## src/rtl/addr_gen_pkg.sv

```systemverilog
package addr_gen_pkg;
    localparam int unsigned XLEN     = 32;
    localparam int unsigned IMM_W    = 12;
    localparam int unsigned NARROW_W = 8;
    localparam int unsigned SAMT_W   = 5;

    typedef enum logic [1:0] {
        SH_LSL = 2'd0,
        SH_LSR = 2'd1,
        SH_ASR = 2'd2,
        SH_ROR = 2'd3
    } shift_e;

    typedef enum logic [2:0] {
        SZ_WORD  = 3'd0,
        SZ_UBYTE = 3'd1,
        SZ_HALF  = 3'd2,
        SZ_SHALF = 3'd3,
        SZ_SBYTE = 3'd4
    } size_e;
endpackage

```

## src/rtl/agen_shift.sv

```systemverilog
module agen_shift
    import addr_gen_pkg::*;
#(
    parameter int unsigned W   = XLEN,
    parameter int unsigned AW  = SAMT_W
) (
    input  logic [W-1:0]  val_i,
    input  logic [1:0]    kind_i,
    input  logic [AW-1:0] amt_i,
    output logic [W-1:0]  res_o
);
    localparam int unsigned DW = 2 * W;

    logic [DW-1:0] dbl;

    always_comb begin
        dbl   = '0;
        res_o = val_i;
        unique case (shift_e'(kind_i))
            SH_LSL: res_o = val_i << amt_i;
            SH_LSR: res_o = (amt_i == '0) ? '0 : (val_i >> amt_i);
            SH_ASR: res_o = (amt_i == '0) ? {W{val_i[W-1]}}
                                          : W'($signed(val_i) >>> amt_i);
            SH_ROR: begin
                dbl   = {val_i, val_i} >> amt_i;
                res_o = dbl[W-1:0];
            end
            default: res_o = val_i;
        endcase
    end
endmodule

```

## src/rtl/agen_legal.sv

```systemverilog
module agen_legal
    import addr_gen_pkg::*;
#(
    parameter int unsigned W   = XLEN,
    parameter int unsigned IW  = IMM_W,
    parameter int unsigned NW  = NARROW_W,
    parameter int unsigned AW  = SAMT_W
) (
    input  logic [2:0]    size_i,
    input  logic          off_reg_i,
    input  logic [1:0]    kind_i,
    input  logic [AW-1:0] amt_i,
    input  logic [IW-1:0] imm_i,
    output logic [W-1:0]  imm_ext_o,
    output logic          err_o
);
    logic wide_ok;
    logic narrow_ok;

    always_comb begin
        wide_ok   = 1'b0;
        narrow_ok = 1'b0;
        unique case (size_i)
            SZ_WORD, SZ_UBYTE:           wide_ok   = 1'b1;
            SZ_HALF, SZ_SHALF, SZ_SBYTE: narrow_ok = 1'b1;
            default: ;
        endcase
    end

    always_comb begin
        if (wide_ok) begin
            imm_ext_o = W'(imm_i);
            err_o     = 1'b0;
        end else if (narrow_ok) begin
            imm_ext_o = W'(imm_i[NW-1:0]);
            if (off_reg_i)
                err_o = (amt_i != '0) || (shift_e'(kind_i) != SH_LSL);
            else
                err_o = (imm_i[IW-1:NW] != '0);
        end else begin
            imm_ext_o = W'(imm_i[NW-1:0]);
            err_o     = 1'b1;
        end
    end
endmodule

```

## src/rtl/agen_sum.sv

```systemverilog
module agen_sum
    import addr_gen_pkg::*;
#(
    parameter int unsigned W = XLEN
) (
    input  logic [W-1:0] base_i,
    input  logic [W-1:0] off_i,
    input  logic         add_i,
    input  logic         pre_i,
    input  logic         wb_i,
    input  logic         err_i,
    output logic [W-1:0] addr_o,
    output logic [W-1:0] base_new_o,
    output logic         wb_en_o
);
    logic [W-1:0] moved;

    always_comb begin
        moved   = add_i ? (base_i + off_i) : (base_i - off_i);
        addr_o  = pre_i ? moved : base_i;
        wb_en_o = !err_i && (wb_i || !pre_i);
        base_new_o = wb_en_o ? moved : base_i;
    end
endmodule

```

## src/rtl/addr_gen.sv

```systemverilog
module addr_gen
    import addr_gen_pkg::*;
(
    input  logic [31:0] base_i,
    input  logic [11:0] imm_i,
    input  logic [31:0] rm_i,
    input  logic        off_reg_i,
    input  logic [1:0]  shift_type_i,
    input  logic [4:0]  shift_amt_i,
    input  logic        add_i,
    input  logic        pre_i,
    input  logic        wb_i,
    input  logic [2:0]  size_i,
    output logic [31:0] addr_o,
    output logic [31:0] base_new_o,
    output logic        wb_en_o,
    output logic        err_o
);
    logic [XLEN-1:0] shifted;
    logic [XLEN-1:0] imm_ext;
    logic [XLEN-1:0] offset;

    agen_shift #(.W(XLEN), .AW(SAMT_W)) i_shift (
        .val_i  (rm_i),
        .kind_i (shift_type_i),
        .amt_i  (shift_amt_i),
        .res_o  (shifted)
    );

    agen_legal #(.W(XLEN), .IW(IMM_W), .NW(NARROW_W), .AW(SAMT_W)) i_legal (
        .size_i    (size_i),
        .off_reg_i (off_reg_i),
        .kind_i    (shift_type_i),
        .amt_i     (shift_amt_i),
        .imm_i     (imm_i),
        .imm_ext_o (imm_ext),
        .err_o     (err_o)
    );

    assign offset = off_reg_i ? shifted : imm_ext;

    agen_sum #(.W(XLEN)) i_sum (
        .base_i     (base_i),
        .off_i      (offset),
        .add_i      (add_i),
        .pre_i      (pre_i),
        .wb_i       (wb_i),
        .err_i      (err_o),
        .addr_o     (addr_o),
        .base_new_o (base_new_o),
        .wb_en_o    (wb_en_o)
    );
endmodule

```

## config.mk

```make
export PLATFORM = sky130hd
export DESIGN_NAME = addr_gen
export DESIGN_NICKNAME = d
export VERILOG_FILES = /design/src/rtl/addr_gen_pkg.sv /design/src/rtl/agen_shift.sv /design/src/rtl/agen_legal.sv /design/src/rtl/agen_sum.sv /design/src/rtl/addr_gen.sv
export SDC_FILE = /design/constraint.sdc
export NUM_CORES = 1
export LEC_CHECK = 0
export ABC_AREA = 1
export BUFFER_PORTS_ARGS = -buffer_cell sky130_fd_sc_hd__buf_2
export CAP_MARGIN = 20
export CORE_MARGIN = 8
export CORE_UTILIZATION = 40
export DETAILED_ROUTE_END_ITERATION = 12
export PLACE_DENSITY_LB_ADDON = 0.08
export REMOVE_ABC_BUFFERS = 1
export SETUP_SLACK_MARGIN = 0.3
export SYNTH_ARGS = -nofsm -noshare
export SYNTH_HDL_FRONTEND = slang
export SYNTH_SLANG_ARGS = --single-unit
```

## constraint.sdc

```tcl
create_clock -name vclk -period 5.05
set_clock_uncertainty 0.1 [all_clocks]
set_input_delay 0 -clock vclk [all_inputs]
set_output_delay 0 -clock vclk [all_outputs]
set_load 0.01 [all_outputs]
```

==> flow_summary.toml <==
[run_status]
outcome = "completed"

[power_and_ir_drop]
peakVddDrop_uv = 65.8
p_per_area_nw_per_um2 = 156
power.leakage_nw = 5.60

[placed_design]
dpl_cell_area_um2 = 9770
port_buffers = 156
gp_congestion = 0.992
hpwl_um = 33800

[critical_path]
critPathBufInv = 5
arrival_ps = 4390
critPathCaptureType = "output pin"
startpoint_type = "primary input"
critPathSlowestCell = "xnor2_2"
worst_ep_required_time_ps = 4950
path_delay_family = "simple AND/OR/NAND/NOR gates"
critical_path_class = "in -> out"
worst-path-max-fanout = 14
slowest_delay_ps = 340

[grt]
grt_usage = 0.296
grt_max_degree = 79
grt_pass1_vias = 11500
antenna_found_initial = 1
overflow = 0
grt_pass1_wl_um = 63100

[detailed_routing]
vias = 12500
drc = 0
wl_um = 42100
postRouteAntennaNets = 0
wl_per_cell_um = 19.3
viasPerCell = 5.75
drt_iter0_drc = 1368
dr.pass1.iters = 9

[synthesis]
syn_area_per_cell_um2 = 4.88
yosysUniqueCellTypes = 49
synth_area_leader_cell = "nand2_1"
synth_top_area_frac = 0.277
yosysWarnings = 0
synth.area.top_cells = "nand2_1 28%, nand3_1 17%, o21ai_0 8.6%, inv_1 6.1%, a21oi_1 5.0%"
syn_area_um2 = 8580
seq_area_frac_synth = 0
netlist_instances = 1758

[floorplanning]
die_area_um2 = 26400
coreArea_um2 = 21000
floorplan.initialDensity = 0.408
die-width_um = 162
row_count = 53
fp.dieH_um = 162
boundaryPins = 156

[flow_run]
maxCapViolCount = 0

[timing]
finalMaxSlewViolations = 0
min_period_ps = 4490
finalHoldViolCount = 0
setup_tns_ps = 0
post-route-period-util = 0.889
worstMarginPinSlew_ps = 998
setup_viol = 0
relSlewSlack = 0.331
rsz0062_at_grt = "yes"
fmax_ghz = 0.223

[worst_hold_path]
min_path_type = "in -> out"

[layout]
register_area_um2 = 0
final_common_cell = "nand2_1"
stdcell_area_um2 = 10500
layout-drive-gt1-share = 0.213
layout_common_cells = "615 x nand2_1, 282 x nand3_1, 154 x buf_2, 138 x inv_1, 138 x o21ai_0"
final_nets = 2026
area_delta_synth_final_pct = 22.7
seq_cell_count = 0
antenna_cells = 0
clock_buffers = 0

[cts]
postCtsHoldBufs = 0
==> report_power, final <==
group | leakage [nW] | switching (mW) | internal, mW
registers | 0 | 0 | 0
clock network | 0 | 0 | 0
logic | 5.60 | 1.05 | 0.591
==> layout make-up <==
| type | count | area (µm²) |
|---|---|---|
| fill | 2431 | 10500 |
| inverter | 151 | 597 |
| multi-input combinational | 1510 | 7940 |
| tap | 275 | 344 |
| timing repair buffer | 239 | 1640 |
| timing repair inverter | 1 | 8.76 |
==> synth_stat cells, types with 14 or more instances <==
library cell,instances
nand2_1,634
nand3_1,298
o21ai_0,148
inv_1,140
a21oi_1,86
nor2_1,82
clkbuf_1,36
ha_1,32
buf_2,28
o211ai_1,28
xnor2_1,26
o21ai_1,22
xor2_1,22
nand2_2,21
nand4_1,14
==> path summary, 6_finish.rpt <==
path	startpoint	to	slack, ps	cells after the start
setup / recovery	shift_amt_i[0]	addr_o[30]	560	29
hold / removal	base_i[16]	addr_o[16]	230	4
==> tightest hold or removal path: stages <==
cell,delay (ps)
buf_2,100
nand2_1,50
o21ai_0,50
buf_2,120
==> routing by layer <==
layer  wire length [µm]  up-vias  GRT usage  part of all wire
li1                   -     6116          -                 -
met5                 14        -          0           0.00033
met4               2090        2      0.120             0.050
met1              17100     5741      0.359              0.41
met3               2880      101     0.0248             0.068
met2              20000      554      0.529              0.48
==> metrics by stage <==
step	worst slack [ps]	hold WS (ps)	std cells	utilization	total power [mW]
global route	253	258	2176	0.501	1.80
global placement	49.5	221	2159	0.465	1.48
floorplan	529	13.5	1661	-	0.922
CTS	305	231	2160	0.469	1.51
detailed placement	9.34	232	2159	0.465	1.49
finish	561	229	2176	0.501	1.64
==> timing repair <==
action	4_1_cts	5_1_grt
cloned	1	5
gates resized for setup	12	125
buffers inserted	0	10
endpoints found under the setup margin	24	38
hold endpoints to repair	0	0
pin swaps	0	29
==> cell families (layout without fill, tap and decap cells) <==
group                      Yosys count  in the layout  synth area share
buffers and inverters              248            391             0.128
adders and majority gates           33             33            0.0490
AOI/OAI and AO/OA                  319            319             0.207
and+or+nand+nor                   1109           1109             0.566
muxes                                1              1           0.00117
xor gates and xnor gates            48             48            0.0490
(Power assumes the default switching activity.)
